<file path="config.mk">
export PLATFORM = sky130hd
export DESIGN_NAME = desc_ptr_port
export DESIGN_NICKNAME = d
export VERILOG_FILES = /design/src/rtl/dtp_pkg.sv /design/src/rtl/dtp_decode.sv /design/src/rtl/dtp_addr_hold.sv /design/src/rtl/dtp_sig_read.sv /design/src/rtl/desc_ptr_port.sv
export SDC_FILE = /design/constraint.sdc
export NUM_CORES = 1
export LEC_CHECK = 0
export BUFFER_PORTS_ARGS = -buffer_cell sky130_fd_sc_hd__buf_2
export CAP_MARGIN = 15
export CELL_PAD_IN_SITES_DETAIL_PLACEMENT = 2
export CELL_PAD_IN_SITES_GLOBAL_PLACEMENT = 2
export CORE_UTILIZATION = 33
export DETAILED_ROUTE_END_ITERATION = 10
export PLACE_DENSITY_LB_ADDON = 0.1
export SYNTH_ARGS = -nofsm -noshare
export SYNTH_HDL_FRONTEND = slang
export SYNTH_HIERARCHICAL = 1
export SYNTH_SLANG_ARGS = --single-unit
</file>
<file path="constraint.sdc">
create_clock -name clk -period 5 [get_ports clk]
set_input_delay 0.25 -clock clk [delete_from_list [all_inputs] [get_ports clk]]
set_output_delay 0.25 -clock clk [all_outputs]
set_load 0.02 [all_outputs]
</file>
<file path="src/rtl/dtp_pkg.sv">
package dtp_pkg;

  typedef enum logic [1:0] {
    WK_NONE,
    WK_HIGH,
    WK_LOW_GO,
    WK_FULL_GO
  } wr_kind_e;

  localparam logic [63:0] DTP_SIGNATURE = 64'h5145_4D55_2043_4647;

endpackage

</file>
<file path="src/rtl/dtp_decode.sv">
module dtp_decode
  import dtp_pkg::*;
#(
  parameter int ADDR_W = 64,
  parameter int OFF_W  = 3,
  parameter int SIZE_W = 4
) (
  input  logic              wr,
  input  logic [OFF_W-1:0]  off,
  input  logic [SIZE_W-1:0] size,
  output wr_kind_e          kind
);

  localparam int BYTES      = ADDR_W / 8;
  localparam int HALF_BYTES = BYTES / 2;
  localparam logic [SIZE_W-1:0] SZ_HALF = SIZE_W'(HALF_BYTES);
  localparam logic [SIZE_W-1:0] SZ_FULL = SIZE_W'(BYTES);
  localparam logic [OFF_W-1:0]  OFF_LO  = OFF_W'(HALF_BYTES);

  always_comb begin
    kind = WK_NONE;
    if (wr) begin
      if (size == SZ_HALF && off == '0)
        kind = WK_HIGH;
      else if (size == SZ_HALF && off == OFF_LO)
        kind = WK_LOW_GO;
      else if (size == SZ_FULL && off == '0)
        kind = WK_FULL_GO;
    end
  end

endmodule

</file>
<file path="src/rtl/dtp_addr_hold.sv">
module dtp_addr_hold
  import dtp_pkg::*;
#(
  parameter int ADDR_W = 64
) (
  input  logic              clk,
  input  logic              rst,
  input  logic              accept,
  input  wr_kind_e          kind,
  input  logic [ADDR_W-1:0] wdata,
  output logic              start_q,
  output logic [ADDR_W-1:0] start_addr_q
);

  localparam int HALF_W = ADDR_W / 2;

  // Only the upper half is stored: the lower half is zero whenever a
  // lower-half write can arrive, so OR-ing into it is a plain load.
  logic [HALF_W-1:0] hi_q;

  always_ff @(posedge clk) begin
    if (rst) begin
      hi_q         <= '0;
      start_q      <= 1'b0;
      start_addr_q <= '0;
    end else begin
      start_q <= 1'b0;
      if (accept) begin
        case (kind)
          WK_HIGH: hi_q <= wdata[HALF_W-1:0];
          WK_LOW_GO: begin
            start_q      <= 1'b1;
            start_addr_q <= {hi_q, wdata[HALF_W-1:0]};
            hi_q         <= '0;
          end
          WK_FULL_GO: begin
            start_q      <= 1'b1;
            start_addr_q <= wdata;
            hi_q         <= '0;
          end
          default: ;
        endcase
      end
    end
  end

endmodule

</file>
<file path="src/rtl/dtp_sig_read.sv">
module dtp_sig_read #(
  parameter int               ADDR_W = 64,
  parameter int               OFF_W  = 3,
  parameter int               SIZE_W = 4,
  parameter logic [ADDR_W-1:0] SIG   = dtp_pkg::DTP_SIGNATURE
) (
  input  logic              clk,
  input  logic              rst,
  input  logic              rd_go,
  input  logic [OFF_W-1:0]  off,
  input  logic [SIZE_W-1:0] size,
  output logic              rd_valid_q,
  output logic [ADDR_W-1:0] rd_data_q
);

  localparam int BYTES = ADDR_W / 8;
  localparam int LANES = $clog2(BYTES) + 1;

  logic [ADDR_W-1:0] lane [LANES];
  logic [ADDR_W-1:0] pick;

  // One candidate window per legal power-of-two size.
  for (genvar k = 0; k < LANES; k++) begin : g_lane
    localparam int NB = 1 << k;
    localparam logic [ADDR_W-1:0] MASK = {ADDR_W{1'b1}} >> (ADDR_W - NB * 8);
    assign lane[k] = (int'(off) + NB <= BYTES)
                   ? ((SIG >> ((BYTES - int'(off) - NB) * 8)) & MASK)
                   : '0;
  end

  always_comb begin
    pick = '0;
    for (int k = 0; k < LANES; k++) begin
      if (int'(size) == (1 << k)) pick = lane[k];
    end
  end

  always_ff @(posedge clk) begin
    if (rst) begin
      rd_valid_q <= 1'b0;
      rd_data_q  <= '0;
    end else begin
      rd_valid_q <= rd_go;
      if (rd_go) rd_data_q <= pick;
    end
  end

endmodule

</file>
<file path="src/rtl/desc_ptr_port.sv">
module desc_ptr_port
  import dtp_pkg::*;
#(
  parameter int ADDR_W = 64,
  parameter int OFF_W  = 3,
  parameter int SIZE_W = 4
) (
  input  logic              clk,
  input  logic              rst,
  input  logic              bus_valid,
  input  logic              bus_write,
  input  logic [OFF_W-1:0]  bus_offset,
  input  logic [SIZE_W-1:0] bus_size,
  input  logic [ADDR_W-1:0] bus_wdata,
  output logic              bus_ready,
  output logic              rd_valid,
  output logic [ADDR_W-1:0] rd_data,
  input  logic              eng_busy,
  output logic              start_pulse,
  output logic [ADDR_W-1:0] start_addr
);

  wr_kind_e kind;
  logic     launches;
  logic     accept;

  dtp_decode #(.ADDR_W(ADDR_W), .OFF_W(OFF_W), .SIZE_W(SIZE_W)) u_dec (
    .wr   (bus_write),
    .off  (bus_offset),
    .size (bus_size),
    .kind (kind)
  );

  assign launches  = (kind == WK_LOW_GO) || (kind == WK_FULL_GO);
  assign bus_ready = !(bus_valid && launches && eng_busy);
  assign accept    = bus_valid && bus_ready;

  dtp_addr_hold #(.ADDR_W(ADDR_W)) u_hold (
    .clk          (clk),
    .rst          (rst),
    .accept       (accept && bus_write),
    .kind         (kind),
    .wdata        (bus_wdata),
    .start_q      (start_pulse),
    .start_addr_q (start_addr)
  );

  dtp_sig_read #(
    .ADDR_W (ADDR_W),
    .OFF_W  (OFF_W),
    .SIZE_W (SIZE_W),
    .SIG    (ADDR_W'(DTP_SIGNATURE))
  ) u_rd (
    .clk        (clk),
    .rst        (rst),
    .rd_go      (accept && !bus_write),
    .off        (bus_offset),
    .size       (bus_size),
    .rd_valid_q (rd_valid),
    .rd_data_q  (rd_data)
  );

endmodule

</file>
==> results by group <==
Global routing
  – Vias in the first global route: 6271
  – Initial antenna violation count: 2
  – Aggregate global routing overflow: 0
  – Largest net degree at the start of global routing: 56
  – Total GRT Usage: 0.234
  – Global-route wire length before repair: 36.7 mm

STA
  – Fmax: 269 MHz
  – Count of final max-slew check failures: 0
  – Worst-margin pin slew: 1070 ps
  – Worst slew margin: 0.286
  – Fin crit period: 3720 ps
  – Setup TNS: 0 ps
  – RSZ-0062 raised after global routing: false
  – Final worst path period share: 0.743
  – Final Hold Vio Count: 0
  – Final setup fails: 0
  – Clock Skews: 17.2 ps

Yosys
  – Largest cells by area after synthesis: dfxtp_1 (39%), a21oi_1 (6.4%), a211oi_2 (6.2%)
  – Main synth FF type: dfxtp_1
  – Synth unique cells: 66
  – EDFF count, synth: 0
  – Cell count after synthesis: 692
  – Synthesized area: 6670 sq um
  – Post-synth top area cell: dfxtp_1
  – Share of synthesized registers carrying an async set or reset: 0
  – Post-synthesis sequential area ratio: 0.387
  – #FFs+latches synth: 129
  – Synth top area share: 0.387
  – Yosys warnings: 6
  – Syn avg cell area: 9.64 sq um

Drt
  – DRT Wirelength: 24.0 mm
  – WL per Instance: 21.7 microns
  – Vias per cell: 5.40
  – Via count: 5977
  – Antenna viol nets, final: 0
  – DR DRC count: 0
  – Initial DRC count: 264
  – Pre-Repair DR Iteration Count: 5

Floorplanning
  – Die width: 144 microns
  – Ports: 207
  – Cell Rows: 51
  – Die height: 144 microns
  – Core box area: 19700 sq um
  – Die Area: 20800 sq um
  – Starting Density: 0.339

Setup path
  – Worst reg-to-reg setup slack: 3970 ps
  – Worst EP required: 5290 ps
  – CP Capture Type: flop
  – CP Launch Type: input port
  – Crit. Startpoint: bus_offset[0]
  – Reg2Reg Depth: 4
  – R2r startpoint: u_rd/rd_data_q[0]
  – Arrival time worst endpoint: 4000 ps
  – Worst setup path category: input port to flop
  – Max FO, Critical Path: 21

Worst hold path
  – HP Start: bus_wdata[8]
  – Hold-critical path depth: 2
  – Worst min path class: input port to flop

Placed design
  – Placed insts: 1073
  – Placer Congestion: 0.863
  – Dpl hpwl: 17.2 mm
  – IO buf count: 186

Cells and area
  – Multi-input logic area: 3540 sq um
  – P&R area growth vs syn: 22.5%
  – Fillers: 2201
  – Commonest non-fill, non-tap cell in the layout: buf_2
  – Commonest non-fill, non-tap cells in the layout: buf_2 (185), dfxtp_1 (129), a21oi_1 (84), nand3_1 (39), mux2i_1 (37)
  – Final std cells w/o fill: 1107
  – Ratio of cells with drive above 1 in the final layout: 0.371
  – Final net count: 920
  – Storage cell area: 2580 sq um

CTS
  – Hold_buf cts: 0
  – Post_cts resized: 0
  – Clock Root Buffer: clkbuf_16
  – Clock-pin slew on the worst setup and hold paths: 70 ps
  – Worst-Skew Late Latency: 430 ps
  – Longest Clk Path Bufs: 2
  – Setup Fix Bufs, Post-CTS: 0
  – Num CTS Buffers: 17
  – CTS sink cnt: 129
  – CTS tree: done
  – H-tree depth: 4

Outcome
  – Status: finished clean

Job
  – Max Cap Viol: 0

Power and ir drop
  – Worst VDD drop: 0.000229 V
  – Leak: 3.30 nW
  – Power per Cell Area: 332 nW/um^2
## final timing paths
check	to
max	u_rd/rd_data_q[1]
min	u_hold/hi_q[8]
max reg2reg	u_rd/rd_data_q[0]
min reg2reg	u_rd/rd_data_q[3]
## cell families after synthesis
logic type / Yosys count / synth area share
AOI/OAI and AO/OA: 252 / 0.298
and+or+nand+nor: 144 / 0.125
DFF: 129 / 0.387
buffers and inverters: 110 / 0.0994
muxes: 38 / 0.0572
adders and majority gates: 16 / 0.0300
xor gates and xnor gates: 2 / 0.00263
other: 1 / 0.000562
## power breakdown
| group | internal [mW] | switching (mW) | total, mW |
|---|---|---|---|
| sequential | 1.04 | 0.00490 | 1.04 |
| clock | 0.857 | 0.529 | 1.39 |
| combinational | 0.0821 | 0.200 | 0.282 |
## cell type report
class                   instances  share of cell area
well taps                     265              0.0406
flip-flops and latches        129               0.316
multi-input cells             472               0.433
clock inverters                14              0.0266
clock buffers                  18              0.0525
repair buffers                195               0.125
diodes                          1            0.000306
inverters                      13             0.00597
## synth_stat cells, types with 8 or more instances
cell	n
a211oi_2	33
a21bo_2	26
a21oi_1	85
a32o_1	32
buf_2	20
buf_4	42
buf_6	9
clkbuf_1	23
dfxtp_1	129
ha_1	16
inv_1	10
mux2i_1	37
nand2_1	19
nand3_1	39
nor2_1	32
nor3_1	11
o21ai_0	17
o21ai_1	8
## registers in the layout (all words and copies together) (netlist names)
name                 cells
u_hold/hi_q             32
u_rd/rd_valid_q          1
u_rd/rd_data_q          31
u_hold/start_addr_q     64
u_hold/start_q           1
## critical path, stage by stage
cell and delay [ps]:
buf_2 350, inv_2 210, ha_1 340, ha_1 830, inv_1 360, ha_1 400, o41ai_1 570, a211oi_4 150
a2111oi_2 450, nor3_2 70
## layer usage
metal | wire, microns | track usage | share of wire | vias up
li1 | - | - | - | 2801
met1 | 10700 | 0.299 | 0.45 | 2964
met2 | 11600 | 0.394 | 0.48 | 190
met3 | 1410 | 0.0543 | 0.059 | 20
met4 | 292 | 0.0615 | 0.012 | 2
met5 | 9 | 0 | 0.00037 | -
## metrics by stage
step	instance area [sq um]	power, mW	setup slack, ps	hold slack [ps]	util
floorplan	6740	1.24	2370	376	-
global placement	7490	1.34	1080	442	0.381
detailed placement	7490	1.34	866	455	0.381
CTS	8140	2.74	1350	47.7	0.414
global route	8170	2.81	1040	55.0	0.416
finish	8170	2.71	1280	60.6	0.416
Note: power is estimated with default switching activity, not from simulation.
